==> src/rtl/spi_host_pkg.sv <==
`timescale 1ns/1ps
package spi_host_pkg;
  localparam int unsigned WORD_W = 32;
  localparam int unsigned IDX_W  = $clog2(WORD_W);
  localparam int unsigned CNT_W  = IDX_W + 1;

  typedef enum logic [2:0] {
    RA_CTRL = 3'd0,
    RA_TXD  = 3'd1,
    RA_RXD  = 3'd2,
    RA_EVT  = 3'd3,
    RA_MSK  = 3'd4,
    RA_CMD  = 3'd5
  } reg_addr_e;

  localparam int unsigned B_LOOP  = 30;
  localparam int unsigned B_CPOL  = 29;
  localparam int unsigned B_CPHA  = 28;
  localparam int unsigned B_DIV   = 27;
  localparam int unsigned B_MSBF  = 26;
  localparam int unsigned B_MSTR  = 25;
  localparam int unsigned B_EN    = 24;
  localparam int unsigned B_LEN   = 20;
  localparam int unsigned B_PM    = 16;
  localparam int unsigned B_ALIGN = 14;
  localparam int unsigned B_RDY   = 9;
  localparam int unsigned B_FREE  = 8;
endpackage

==> src/rtl/spi_rate_gen.sv <==
`timescale 1ns/1ps
module spi_rate_gen #(
  parameter int PM_W    = 4,
  parameter int PRE_DIV = 16
) (
  input  logic            clk,
  input  logic            rst,
  input  logic            run,
  input  logic            div_en,
  input  logic [PM_W-1:0] pm,
  output logic            tick
);
  localparam int RW = $clog2(2 * PRE_DIV * (2 ** PM_W)) + 1;

  logic [RW-1:0] cnt_q;
  logic [RW-1:0] base;
  logic [RW-1:0] half_m1;

  always_comb begin
    base    = (RW'(pm) + RW'(1)) << 1;
    half_m1 = (div_en ? base * RW'(PRE_DIV) : base) - RW'(1);
  end

  always_ff @(posedge clk) begin
    if (rst || !run) begin
      cnt_q <= '0;
      tick  <= 1'b0;
    end else if (cnt_q == half_m1) begin
      cnt_q <= '0;
      tick  <= 1'b1;
    end else begin
      cnt_q <= cnt_q + RW'(1);
      tick  <= 1'b0;
    end
  end

  // every half period is at least two cycles long
  p_tick_gap_r4: assert property (@(posedge clk) disable iff (rst)
    tick |=> !tick);
endmodule

==> src/rtl/spi_word_engine.sv <==
`timescale 1ns/1ps
module spi_word_engine
  import spi_host_pkg::*;
(
  input  logic              clk,
  input  logic              rst,
  input  logic              en,
  input  logic              cpol,
  input  logic              cpha,
  input  logic              msbf,
  input  logic              loop,
  input  logic [CNT_W-1:0]  nbits,
  input  logic              start,
  input  logic [WORD_W-1:0] tx_word,
  input  logic              miso,
  input  logic              tick,
  output logic              take,
  output logic              busy,
  output logic              done,
  output logic [WORD_W-1:0] rx_word,
  output logic              sck,
  output logic              mosi
);
  logic              busy_q, ph_q, done_q, sck_q, mosi_q;
  logic              msbf_q, cpha_q;
  logic [WORD_W-1:0] txw_q, rx_q;
  logic [CNT_W-1:0]  nb_q, idx_q;
  logic [CNT_W:0]    edge_q, last_edge;
  logic              sin;

  function automatic logic [IDX_W-1:0] bpos(input logic r,
                                            input logic [CNT_W-1:0] nb,
                                            input logic [CNT_W-1:0] i);
    logic [CNT_W-1:0] p;
    p = r ? (nb - CNT_W'(1) - i) : i;
    return p[IDX_W-1:0];
  endfunction

  assign take      = start && en && !busy_q;
  assign sin       = loop ? mosi_q : miso;
  assign last_edge = {nb_q, 1'b0} - (CNT_W + 1)'(1);

  always_ff @(posedge clk) begin
    done_q <= 1'b0;
    if (rst) begin
      busy_q <= 1'b0;  ph_q   <= 1'b0;  sck_q <= 1'b0;  mosi_q <= 1'b0;
      msbf_q <= 1'b0;  cpha_q <= 1'b0;  txw_q <= '0;    rx_q   <= '0;
      nb_q   <= '0;    idx_q  <= '0;    edge_q <= '0;
    end else if (!en) begin
      busy_q <= 1'b0;
      ph_q   <= 1'b0;
      sck_q  <= cpol;
    end else if (take) begin
      busy_q <= 1'b1;
      ph_q   <= 1'b0;
      edge_q <= '0;
      idx_q  <= '0;
      txw_q  <= tx_word;
      nb_q   <= nbits;
      msbf_q <= msbf;
      cpha_q <= cpha;
      rx_q   <= '0;
      mosi_q <= tx_word[bpos(msbf, nbits, '0)];
      sck_q  <= cpol;
    end else if (busy_q && tick) begin
      ph_q   <= ~ph_q;
      sck_q  <= cpol ^ ~ph_q;
      edge_q <= edge_q + (CNT_W + 1)'(1);
      if (!ph_q) begin
        if (!cpha_q) rx_q[bpos(msbf_q, nb_q, idx_q)] <= sin;
        else         mosi_q <= txw_q[bpos(msbf_q, nb_q, idx_q)];
      end else begin
        if (cpha_q) rx_q[bpos(msbf_q, nb_q, idx_q)] <= sin;
        idx_q <= idx_q + CNT_W'(1);
        if (!cpha_q && (idx_q + CNT_W'(1)) < nb_q)
          mosi_q <= txw_q[bpos(msbf_q, nb_q, idx_q + CNT_W'(1))];
      end
      if (edge_q == last_edge) begin
        busy_q <= 1'b0;
        done_q <= 1'b1;
      end
    end else if (!busy_q) begin
      sck_q <= cpol;
    end
  end

  assign busy    = busy_q;
  assign done    = done_q;
  assign rx_word = rx_q;
  assign sck     = sck_q;
  assign mosi    = mosi_q;

  // completion is a single-cycle pulse
  p_done_pulse_r8: assert property (@(posedge clk) disable iff (rst)
    done_q |=> !done_q);
  // a disabled engine never becomes busy
  p_no_start_off_r10: assert property (@(posedge clk) disable iff (rst)
    !en |=> !busy_q);
  // the serial clock is back at its idle level when a word ends
  p_idle_at_end_r5: assert property (@(posedge clk) disable iff (rst)
    done_q |-> (sck_q == cpol));
endmodule

==> src/rtl/spi_host_ctrl.sv <==
`timescale 1ns/1ps
module spi_host_ctrl
  import spi_host_pkg::*;
#(
  parameter int ADDR_W  = 3,
  parameter int PM_W    = 4,
  parameter int LEN_W   = 4,
  parameter int PRE_DIV = 16
) (
  input  logic              clk,
  input  logic              rst,
  input  logic              reg_sel,
  input  logic              reg_we,
  input  logic [ADDR_W-1:0] reg_addr,
  input  logic [WORD_W-1:0] reg_wdata,
  output logic [WORD_W-1:0] reg_rdata,
  output logic              sck_o,
  output logic              mosi_o,
  input  logic              miso_i,
  output logic              irq_o
);
  localparam int unsigned HI_BYTE = WORD_W - 8;
  localparam int unsigned HI_HALF = WORD_W - 16;

  logic loop_q, cpol_q, cpha_q, div_q, msbf_q, mstr_q, en_q, align_q;
  logic [LEN_W-1:0] len_q;
  logic [PM_W-1:0]  pm_q;
  logic rdy_q, free_q, mrdy_q, mfree_q, irq_q, pend_q;
  logic [WORD_W-1:0] txbuf_q, rxreg_q, ctrl_img, rd_mux;
  logic wr_ctrl, wr_tx, wr_evt, wr_msk, rd_any;
  logic [CNT_W-1:0]  nbits;
  logic              full_w, short8;
  logic [WORD_W-1:0] eng_tx, eng_rx, rx_aligned;
  logic eng_take, eng_busy, eng_done, tick;

  assign wr_ctrl = reg_sel && reg_we && (reg_addr == ADDR_W'(RA_CTRL));
  assign wr_tx   = reg_sel && reg_we && (reg_addr == ADDR_W'(RA_TXD));
  assign wr_evt  = reg_sel && reg_we && (reg_addr == ADDR_W'(RA_EVT));
  assign wr_msk  = reg_sel && reg_we && (reg_addr == ADDR_W'(RA_MSK));
  assign rd_any  = reg_sel && !reg_we;

  always_comb begin
    full_w = (len_q == '0);
    nbits  = full_w ? CNT_W'(WORD_W) : CNT_W'(len_q) + CNT_W'(1);
    short8 = (nbits <= CNT_W'(8));
    eng_tx = txbuf_q;
    if (align_q && !full_w && msbf_q)
      eng_tx = short8 ? (txbuf_q >> HI_BYTE) : (txbuf_q >> HI_HALF);
    rx_aligned = eng_rx;
    if (align_q && !full_w) begin
      if (msbf_q)      rx_aligned = eng_rx << HI_HALF;
      else if (short8) rx_aligned = eng_rx << 8;
    end
  end

  always_comb begin
    ctrl_img = '0;
    ctrl_img[B_LOOP]  = loop_q;
    ctrl_img[B_CPOL]  = cpol_q;
    ctrl_img[B_CPHA]  = cpha_q;
    ctrl_img[B_DIV]   = div_q;
    ctrl_img[B_MSBF]  = msbf_q;
    ctrl_img[B_MSTR]  = mstr_q;
    ctrl_img[B_EN]    = en_q;
    ctrl_img[B_LEN +: LEN_W] = len_q;
    ctrl_img[B_PM +: PM_W]   = pm_q;
    ctrl_img[B_ALIGN] = align_q;
    rd_mux = '0;
    case (reg_addr)
      ADDR_W'(RA_CTRL): rd_mux = ctrl_img;
      ADDR_W'(RA_RXD):  rd_mux = rxreg_q;
      ADDR_W'(RA_EVT):  begin rd_mux[B_RDY] = rdy_q;  rd_mux[B_FREE] = free_q;  end
      ADDR_W'(RA_MSK):  begin rd_mux[B_RDY] = mrdy_q; rd_mux[B_FREE] = mfree_q; end
      default:          rd_mux = '0;
    endcase
  end

  always_ff @(posedge clk) begin
    if (rst) begin
      {loop_q, cpol_q, cpha_q, div_q, msbf_q, mstr_q, en_q, align_q} <= '0;
      len_q <= '0;  pm_q <= '0;
    end else if (wr_ctrl) begin
      loop_q  <= reg_wdata[B_LOOP];
      cpol_q  <= reg_wdata[B_CPOL];
      cpha_q  <= reg_wdata[B_CPHA];
      div_q   <= reg_wdata[B_DIV];
      msbf_q  <= reg_wdata[B_MSBF];
      mstr_q  <= reg_wdata[B_MSTR];
      en_q    <= reg_wdata[B_EN];
      len_q   <= reg_wdata[B_LEN +: LEN_W];
      pm_q    <= reg_wdata[B_PM +: PM_W];
      align_q <= reg_wdata[B_ALIGN];
    end
  end

  always_ff @(posedge clk) begin
    if (rst) begin
      txbuf_q <= '0;  pend_q <= 1'b0;  rxreg_q <= '0;
      rdy_q <= 1'b0;  free_q <= 1'b1;
      mrdy_q <= 1'b0; mfree_q <= 1'b0;
      irq_q <= 1'b0;  reg_rdata <= '0;
    end else begin
      if (wr_tx) begin
        txbuf_q <= reg_wdata;
        pend_q  <= 1'b1;
      end else if (eng_take) begin
        pend_q  <= 1'b0;
      end
      if (wr_tx)                            free_q <= 1'b0;
      else if (eng_take)                    free_q <= 1'b1;
      else if (wr_evt && reg_wdata[B_FREE]) free_q <= 1'b0;
      if (eng_done) begin
        rxreg_q <= rx_aligned;
        rdy_q   <= 1'b1;
      end else if (wr_evt && reg_wdata[B_RDY]) begin
        rdy_q   <= 1'b0;
      end
      if (wr_msk) begin
        mrdy_q  <= reg_wdata[B_RDY];
        mfree_q <= reg_wdata[B_FREE];
      end
      irq_q <= (rdy_q && mrdy_q) || (free_q && mfree_q);
      if (rd_any) reg_rdata <= rd_mux;
    end
  end

  spi_rate_gen #(.PM_W(PM_W), .PRE_DIV(PRE_DIV)) u_rate (
    .clk(clk), .rst(rst), .run(eng_busy), .div_en(div_q), .pm(pm_q), .tick(tick)
  );

  spi_word_engine u_eng (
    .clk(clk), .rst(rst), .en(en_q), .cpol(cpol_q), .cpha(cpha_q),
    .msbf(msbf_q), .loop(loop_q), .nbits(nbits), .start(pend_q),
    .tx_word(eng_tx), .miso(miso_i), .tick(tick), .take(eng_take),
    .busy(eng_busy), .done(eng_done), .rx_word(eng_rx), .sck(sck_o),
    .mosi(mosi_o)
  );

  assign irq_o = irq_q;

  // loading a word into the shifter frees the transmit register
  p_free_on_take_r9: assert property (@(posedge clk) disable iff (rst)
    eng_take && !wr_tx |=> free_q);
  // a finished word with receive ready unmasked raises the interrupt
  p_irq_after_done_r8: assert property (@(posedge clk) disable iff (rst)
    eng_done && mrdy_q && !wr_msk |=> ##1 irq_o);
  // nothing leaves the queue while disabled
  p_hold_when_off_r10: assert property (@(posedge clk) disable iff (rst)
    !en_q |-> !eng_take);
endmodule

==> config.mk <==
export PLATFORM = sky130hd
export DESIGN_NAME = spi_host_ctrl
export DESIGN_NICKNAME = d
export VERILOG_FILES = /design/src/rtl/spi_host_pkg.sv /design/src/rtl/spi_rate_gen.sv /design/src/rtl/spi_word_engine.sv /design/src/rtl/spi_host_ctrl.sv
export SDC_FILE = /design/constraint.sdc
export NUM_CORES = 1
export LEC_CHECK = 0
export BUFFER_PORTS_ARGS = -buffer_cell sky130_fd_sc_hd__buf_2
export CORE_MARGIN = 2
export CORE_UTILIZATION = 30
export CTS_BUF_LIST = sky130_fd_sc_hd__clkbuf_8 sky130_fd_sc_hd__clkbuf_16
export DETAILED_ROUTE_END_ITERATION = 8
export PLACE_DENSITY = 0.55
export SLEW_MARGIN = 25
export SYNTH_ARGS = -nofsm -noshare
export SYNTH_HDL_FRONTEND = slang
export SYNTH_SLANG_ARGS = --single-unit
==> constraint.sdc <==
create_clock -name clk -period 9.9 [get_ports clk]
set_input_delay 0.99 -clock clk [delete_from_list [all_inputs] [get_ports clk]]
set_output_delay 0.99 -clock clk [all_outputs]
set_load 0.03 [all_outputs]
* Yosys cells after proc, flatten, opt, wreduce, memory -nomap -nowiden
Index checks and enable logic that the tools add are counted.
** Word-level totals
- Output and inout port bits :: 35
- Bits in registers :: 219
- Input port bits :: 40
- Logic and storage cells :: 160
** Operators by class
- $lt $le $gt $ge :: 6
- Bitwise gates (word level) :: 4
- Add/subtract/negate cells :: 11
- Eq/ne operators :: 10
- Multiplexer cells :: 54
- Reduce and logical (&&, ||, !) cells :: 42
** Operator list (number)
- $mux W32 :: 9
- $pmux W22 S2 :: 1
- $bwmux W32 :: 1
- $mux W1 :: 26
- $mux W6 :: 4
- $lt A5 B6 Y1 const B :: 3
- $logic_and A1 B1 Y1 :: 17
- $mux W16 :: 1
- $bmux W1 S5 :: 3
- $mux W5 :: 3
- $mux W7 :: 2
- $add A10 B1 Y10 const B :: 1
- $add A4 B1 Y5 const B :: 2
- $eq A10 B10 Y1 :: 1
- $mux W10 :: 1
- $reduce_bool A2 Y1 :: 5
- $sub A10 B1 Y10 const B :: 1
- $sub A5 B1 Y5 const B :: 2
- $sub A5 B5 Y5 :: 2
- $mux W8 :: 1
- $reduce_and A4 Y1 :: 2
- $add A7 B1 Y7 const B :: 1
- $eq A7 B7 Y1 :: 1
- $sub A7 B1 Y7 const B :: 1
- other kinds (24) :: 36

* Logic depth before layout (Yosys ltp)
Gate-level depths: netlist of run 1.
- Depth in word-level cells :: 12
- Depth in mapped cells :: 18
- Gate-level depth less buffers :: 15

* Modules after synthesis
Synthesis of run 1 repeated with hierarchy kept, for this count alone.
** Unflattened totals
- Cell total of the unflattened synthesis :: 1520
- Area, all modules :: 12249.2 um2
** By module, submodules not included
- spi_host_ctrl :: cells each 751, instances 1, sequential area each 2362.3 um2, area each 5974.5 um2
- spi_word_engine :: cells each 631, instances 1, sequential area each 1801.7 um2, area each 5245.0 um2
- spi_rate_gen :: cells each 138, instances 1, sequential area each 220.2 um2, area each 1029.7 um2

* Worst setup path after synthesis of run 1
OpenSTA, ideal clock, no wires.
- Kind :: register -> register
- Start :: register len_q[0]
- End :: register u_eng.mosi_q, in the netlist u_eng.mosi
- Arrival :: 3.619 ns
- Setup time :: 0.060 ns
- Setup slack :: 6.221 ns
- Data required time :: 9.840 ns
- Path buffers :: 3
- Period minus slack after synthesis :: 3.679 ns
- Stages on the path, launching flop included :: 18
- Path through :: dfxtp_1 buf_2 inv_1 ha_1 nor3b_2 nor2_2 inv_1 clkbuf_1 ha_1 and3b_1 o32a_1 buf_4 mux2i_1 o311ai_1 nor4_1 or4_1 nand3_1 a32o_1
** On the way
- Word-level cells in the longest chain between the ends :: 8
- Elaborated cells on any way between the ends :: 14
- Classes of those cells :: add/sub: 2; order compare: 1; mux: 7; reduce/logical: 4
** RTL lines
- from (decl) :: line spi_host_ctrl.sv:26 : logic [LEN_W-1:0] len_q;
- from (signal assigned) :: line spi_host_ctrl.sv:90 : len_q <= reg_wdata[B_LEN +: LEN_W];
- $add A4 B1 Y5 / $logic_not A4 Y1 (equally long branches) :: line spi_host_ctrl.sv:44, spi_host_ctrl.sv:43
- $mux W6 / $logic_not A1 Y1 (equally long branches) :: line spi_host_ctrl.sv:44, spi_host_ctrl.sv:47
- $le A6 B4 Y1 / $logic_and A1 B1 Y1 (equally long branches) :: line spi_host_ctrl.sv:45, spi_host_ctrl.sv:47
- $mux W16 / $logic_and A1 B1 Y1 (equally long branches) :: line spi_host_ctrl.sv:48, spi_host_ctrl.sv:47
- $mux W32 :: line spi_host_ctrl.sv:47 : if (align_q && !full_w && msbf_q)
- $bmux W1 S5 (*) :: line spi_word_engine.sv:63 : mosi_q <= tx_word[bpos(msbf, nbits, '0)];
- $mux W1 (implied by the code) (*) :: line spi_word_engine.sv:63
- $mux W1 (*) :: line spi_word_engine.sv:53 : end else if (take) begin
- to (signal assigned) :: line spi_word_engine.sv:63
- to (signal assigned) :: line spi_word_engine.sv:71 : else mosi_q <= txw_q[bpos(msbf_q, nb_q, idx_q)];
- to (signal assigned) :: line spi_word_engine.sv:76 : mosi_q <= txw_q[bpos(msbf_q, nb_q, idx_q + CNT_W'(1))];
- to (decl) :: line spi_word_engine.sv:24 : logic busy_q, ph_q, done_q, sck_q, mosi_q;
Every way passes the cells marked *; elsewhere a longest branch is shown, timed or not. The select of a mux whose other input is x is not followed.
A chain may end at the register's enable or synchronous reset.

* Final worst setup path of run 1
- Start :: register len_q[0]
- End :: register rxreg_q[30]
** On the way
- Word-level cells in the longest chain between the ends :: 6
- Elaborated cells on any way between the ends :: 9
- Classes of those cells :: add/sub: 1; order compare: 1; mux: 4; reduce/logical: 3
** RTL lines
- $add A4 B1 Y5 / $logic_not A4 Y1 (equally long branches) :: line spi_host_ctrl.sv:44, spi_host_ctrl.sv:43
- $mux W6 :: line spi_host_ctrl.sv:44 : nbits = full_w ? CNT_W'(WORD_W) : CNT_W'(len_q) + CNT_W'(1);
- $le A6 B4 Y1 :: line spi_host_ctrl.sv:45 : short8 = (nbits <= CNT_W'(8));
- $mux W32 :: line spi_host_ctrl.sv:52 : else if (short8) rx_aligned = eng_rx << 8;
- $mux W32 :: line spi_host_ctrl.sv:51 : if (msbf_q) rx_aligned = eng_rx << HI_HALF;
- $mux W32 (*) :: line spi_host_ctrl.sv:50 : if (align_q && !full_w) begin
- to (signal assigned) :: line spi_host_ctrl.sv:113 : rxreg_q <= rx_aligned;
- to (decl) :: line spi_host_ctrl.sv:29 : logic [WORD_W-1:0] txbuf_q, rxreg_q, ctrl_img, rd_mux;
Every way passes the cells marked *; elsewhere a longest branch is shown, timed or not.

==> results.cfg, run 1 <==
[outcome]
outcome = finished, final reports clean

[cts]
ctsResizeCount = 0
cts_tree = yes
clock_sink_count = 219
cts_buffers = 24
postCtsSetupRepairBufs = 0
cts_max_path_buffers = 3
cts.htree.levels = 1
clkTransAtPathRegs_ns = 0.06
root_buffer = clkbuf_16
clk_latency_ns = 0.54
cts_hold_buf = 0

[setup_path]
crit_fanout = 25
arrival_ns = 4.79
path_class = flip-flop to flip-flop
cp-start-kind = flip-flop
required_ns = 10.28
end_kind = flip-flop

[synth]
synth-main-ff-cell = dfxtp_1
yosysWarningCount = 0
synthesis.nets = 1438
synth_async_sr_flop_share_pct = 0
syn_area_per_cell_um2 = 8.09
synth_cell_types = 69
yosysSeqAreaShare_pct = 39.4
yosys_register_bits = 219
netlist_instances = 1375
synth_area_um2 = 11100
synth-edff-count = 0

[worst_hold_path]
hp-class = flip-flop to flip-flop

[timing]
skew_ns = 0.0292
setup_viol = 0
max_freq_ghz = 0.227
finalWorstSetupSlack_ns = 5.49
rsz0062_at_grt = false
final_hold_viol_count = 0
slew_violations = 0
post-route-min-period_ns = 4.41
period_share_pct = 44.5
slew_headroom_pct = 33.5
tightestPinTransition_ns = 0.990
fin_setup_tns_ns = 0

[finish]
area_delta_synth_final_pct = 14.1
drive_gt1_share_pct = 12.4
nFillCells = 3783
final_common_cell = nand2_1
diodes = 0
mostFrequentLayoutCells = 234 x nand2_1, 219 x dfxtp_1, 161 x nor2_1, 143 x a21oi_1, 73 x buf_2
fin_nets = 1456

[global_routing]
grt_usage_pct = 18.1
grt.met3_usage_pct = 2.28
top_usage_layer = met2
use_met2_pct = 27.8
grt_max_degree = 71
grt_first_pass_wirelength_um = 55800
grt_pass1_vias = 9606
grt_util_met1_pct = 26.5
antenna_found_initial = 0
overflow = 0

[placement]
gp_congestion = 0.863
dp_slack_ns = 5.56
dp_hpwl_um = 25100
port_buffers = 74

[floorplan]
row_count = 70
core_area_um2 = 36500
initial_core_util_pct = 30.5
die_w_um = 197
die-area_um2 = 38600
num_io_pins = 75
die_y_um = 197

[power]
power.density_nw_per_um2 = 150
ir_drop_mv = 0.111
p_leak_nw = 4.51

[job]
max_cap_violations = 0

[detailed_routing]
ant_nets = 0
drc = 0
wire_per_inst_um = 18.9
wirelength_um = 35500
drt_pass1_iterations = 5
drt_iter0_drc = 701
vias = 10300
via_per_inst = 5.47
## cell families (layout without fill, tap and decap cells)
group / count (synthesis) / in the layout / share of synthesized area [%]
xor gates and xnor gates: 50 / 50 / 3.94
AOI/OAI and AO/OA: 375 / 375 / 22.7
muxes: 50 / 50 / 5.92
adders and majority gates: 23 / 23 / 2.72
and+or+nand+nor: 532 / 532 / 20.8
buffers and inverters: 126 / 160 / 4.45
DFF: 219 / 219 / 39.4
## report_power, final
group	switching [mW]	internal [mW]	leakage [nW]	total (mW)
Sequential	0.00514	0.884	1.76	0.889
Combinational	0.0448	0.0175	2.32	0.0623
Clock	0.372	0.574	0.427	0.947
Total	0.422	1.48	4.51	1.90
## cells in the mapped netlist (10+ instances only)
library cell | count | share of area [%]
a22o_1 | 17 | 1.3
a21oi_1 | 143 | 6.4
buf_2 | 12 | 0.54
clkbuf_1 | 83 | 2.8
o21ai_0 | 35 | 1.6
xor2_1 | 25 | 2.0
mux2i_1 | 23 | 2.1
nor3_1 | 11 | 0.49
a221oi_1 | 15 | 1.2
mux4_2 | 10 | 2.0
nor2b_1 | 14 | 0.79
a311oi_1 | 10 | 0.79
nand2_1 | 234 | 7.9
and3_1 | 16 | 0.90
nand2b_1 | 10 | 0.56
o211a_1 | 10 | 0.90
mux2_2 | 16 | 1.6
a211oi_1 | 22 | 1.5
nand3_1 | 44 | 2.0
ha_1 | 21 | 2.4
o311ai_0 | 18 | 1.4
a22oi_1 | 53 | 3.6
inv_1 | 24 | 0.81
nor2_1 | 162 | 5.5
dfxtp_1 | 219 | 39
a32oi_1 | 17 | 1.3
xnor2_1 | 25 | 2.0
## final timing paths
check / startpoint / slack (ns) / end / cells past startpoint
worst max-delay path: len_q[0]$_SDFFE_PP0P_ / 5.49 / rxreg_q[30]$_SDFFE_PP0P_ / 15
worst max register to register: len_q[0]$_SDFFE_PP0P_ / 5.49 / rxreg_q[30]$_SDFFE_PP0P_ / 15
worst min register to register: txbuf_q[8]$_SDFFE_PP0P_ / 0.47 / txbuf_q[8]$_SDFFE_PP0P_ / 2
worst min-delay path: txbuf_q[8]$_SDFFE_PP0P_ / 0.47 / txbuf_q[8]$_SDFFE_PP0P_ / 2
## per-layer routing
metal  vias up  wire length (um)
met2       343             15300
met4         0               893
met1      4899             17000
met5         -                 0
li1       4955                 -
met3        64              2280
## layout make-up
type / count / area, um^2 / area share [%]
Multi-Input combinational cell: 1030 / 6270 / 49.5
Sequential cell: 219 / 4380 / 34.6
Clock buffer: 28 / 656 / 5.17
Tap cell: 468 / 586 / 4.62
Timing Repair Buffer: 93 / 515 / 4.06
Clock inverter: 14 / 178 / 1.40
Inverter: 25 / 93.8 / 0.740
## stage by stage
step | std cells | power, mW | instance area [um^2] | hold WS, ns | util (%)
2_1_floorplan | 1375 | 0.944 | 11100 | 0.434 | -
3_3_place_gp | 1835 | 0.970 | 11800 | 0.449 | 32.4
3_5_place_dp | 1835 | 0.971 | 11800 | 0.457 | 32.4
4_1_cts | 1877 | 1.92 | 12700 | 0.468 | 34.7
5_1_grt | 1877 | 1.96 | 12700 | 0.483 | 34.7
6_report | 1877 | 1.90 | 12700 | 0.466 | 34.7
## critical path, cell delays in order (launching register included)
cell and delay (ns):
dfxtp_1 0.51, inv_1 0.15, ha_1 0.27, nor3b_2 0.19, nor2_2 0.34, inv_1 0.31, ha_1 0.36, and3b_1 0.24
o32ai_4 0.54, buf_4 0.39, nor2_1 0.25, buf_4 0.27, a22oi_1 0.15, nor2_1 0.06, a21oi_1 0.13, a311oi_1 0.10
## sequential cells by signal (all words and copies together) (netlist names), 4 cells and up
name / flops
u_eng.txw_q: 32
txbuf_q: 32
reg_rdata: 32
u_eng.idx_q: 6
len_q: 4
u_eng.edge_q: 7
rxreg_q: 32
u_rate.cnt_q: 10
pm_q: 4
u_eng.nb_q: 6
u_eng.rx_word: 32
Note: power is estimated with default switching activity, not from simulation.
==> run 2, diff against run 1 <==
- PLACE_DENSITY: 0.55 -> 0.57
- clock period: 9.9 -> 3.6 ns (I/O delays scaled with it)
==> results.cfg, run 2 (synthesis gave the netlist of run 1 again) <==
[floorplan]
die-area_um2 = 38600
die_w_um = 197
num_io_pins = 75
row_count = 70
initial_core_util_pct = 30.5
core_area_um2 = 36500
die_y_um = 197

[timing]
skew_ns = 0.0192
max_freq_ghz = 0.298
slew_headroom_pct = 32.0
period_share_pct = 93.2
setup_viol = 0
rsz0062_at_grt = false
tightestPinTransition_ns = 1.02
slew_violations = 0
fin_setup_tns_ns = 0
final_hold_viol_count = 0
post-route-min-period_ns = 3.36

[power]
power_mw = 5.45
p_leak_nw = 4.72
power.density_nw_per_um2 = 417
ir_drop_mv = 0.415

[cts]
cts_tree = yes
cts_hold_buf = 0
postCtsSetupRepairBufs = 0
clkTransAtPathRegs_ns = 0.06
clock_sink_count = 219
root_buffer = clkbuf_16
cts_max_path_buffers = 3
cts_buffers = 25
cts.htree.levels = 1
clk_latency_ns = 0.54

[finish]
final_area_um2 = 13100
drive_gt1_share_pct = 15.0
area_delta_synth_final_pct = 17.5
mostFrequentLayoutCells = 234 x nand2_1, 218 x dfxtp_1, 160 x nor2_1, 143 x a21oi_1, 73 x buf_2
final_common_cell = nand2_1
diodes = 0
fin_nets = 1488
finish.utilization_pct = 35.8
fin_cells = 1911

[placement]
gp_congestion = 0.912
dp_hpwl_um = 25200
port_buffers = 74
dp.cells = 1866
placed_area_um2 = 12100

[setup_path]
arrival_ns = 3.83
crit_top_cell = inv_1
end_kind = flip-flop
cp-start-kind = flip-flop
path_class = flip-flop to flip-flop
crit_start = len_q[0]$_SDFFE_PP0P_
crit_fanout = 10
cp.buffers_inverters = 3
required_ns = 4.08
timing.rr.start = len_q[0]$_SDFFE_PP0P_
cp_cell_sequence = inv_1 > ha_1 > nor3b_2 > nor2_2 > inv_1 > ha_2 > and3b_1 > o32ai_4 > buf_4 > mux2i_1 > or3_1 > o311a_1 > or4_1 > nand3_1 > a32o_1
cp_slowest_cell = or4_1
max_stage_delay_ns = 0.51
crit_family = simple AND/OR/NAND/NOR gates

[detailed_routing]
drt_pass1_iterations = 6
drt_iter0_drc = 789
via_per_inst = 5.47
drc = 0
vias = 10500
ant_nets = 0
wire_per_inst_um = 18.6
wirelength_um = 35500

[global_routing]
grt_first_pass_wirelength_um = 55900
antenna_found_initial = 0
grt_pass1_vias = 9770
grt_max_degree = 107
grt_usage_pct = 18.0
overflow = 0

[worst_hold_path]
hold_start = reg_wdata[1]
hp-class = input pin to flip-flop

[job]
max_cap_violations = 0

[outcome]
outcome = finished, final reports clean
## run 2: cell types whose count changed in the layout (fill, tap and decap cells not counted), sizes merged
cell | previous run | this run
buf | 93 | 124
clkinvlp | 0 | 3
clkinv | 8 | 4
bufinv | 4 | 5
clkbuf | 28 | 31
## run 2: repair_timing
action / CTS / global route
setup endpoints to repair: 0 / 2
hold endpoints to repair: 0 / 0
resized for setup: 0 / 6
## run 2: final timing paths
kind | endpoint | slack, ns | cells after the start
min | txbuf_q[1]$_SDFFE_PP0P_ | 0.06 | 3
max | u_eng.mosi$_SDFFE_PP0P_ | 0.24 | 15
max reg2reg | u_eng.mosi$_SDFFE_PP0P_ | 0.24 | 15
min reg2reg | txbuf_q[11]$_SDFFE_PP0P_ | 0.46 | 2
## run 2: power breakdown
group	switching, mW	total (mW)	internal (mW)
combinational	0.129	0.184	0.0550
clock	1.07	2.83	1.76
sequential	0.0116	2.44	2.43
## run 2: area by class of cell
| class | instances | area (um^2) |
|---|---|---|
| Fill cell | 3787 | 23400 |
| Multi-Input combinational cell | 1030 | 6290 |
| Sequential cell | 219 | 4390 |
| Timing Repair Buffer | 124 | 798 |
| Clock buffer | 31 | 708 |
| Tap cell | 468 | 586 |
| Clock inverter | 14 | 215 |
| Inverter | 25 | 93.8 |
## run 2: routing by layer
metal / track usage, % / routed length, um / vias up
met4: 4.91 / 868 / 0
li1: - / - / 5030
met2: 27.1 / 15000 / 392
met3: 2.77 / 2490 / 70
met5: 0 / 0 / -
met1: 26.6 / 17200 / 4961
## run 2: worst min-delay path: stages
cell	delay (ns)
buf_2	0.09
nand2_1	0.05
a21oi_1	0.05
## run 2: per-stage QoR
| stage | setup slack, ns | hold slack, ns |
|---|---|---|
| 3_3_place_gp | 0.0411 | 0.446 |
| 6_report | 0.244 | 0.0618 |
| 3_5_place_dp | 0.101 | 0.452 |
| 2_1_floorplan | 0.0222 | 0.434 |
| 4_1_cts | 0.0509 | 0.0473 |
| 5_1_grt | 0.0262 | 0.0605 |
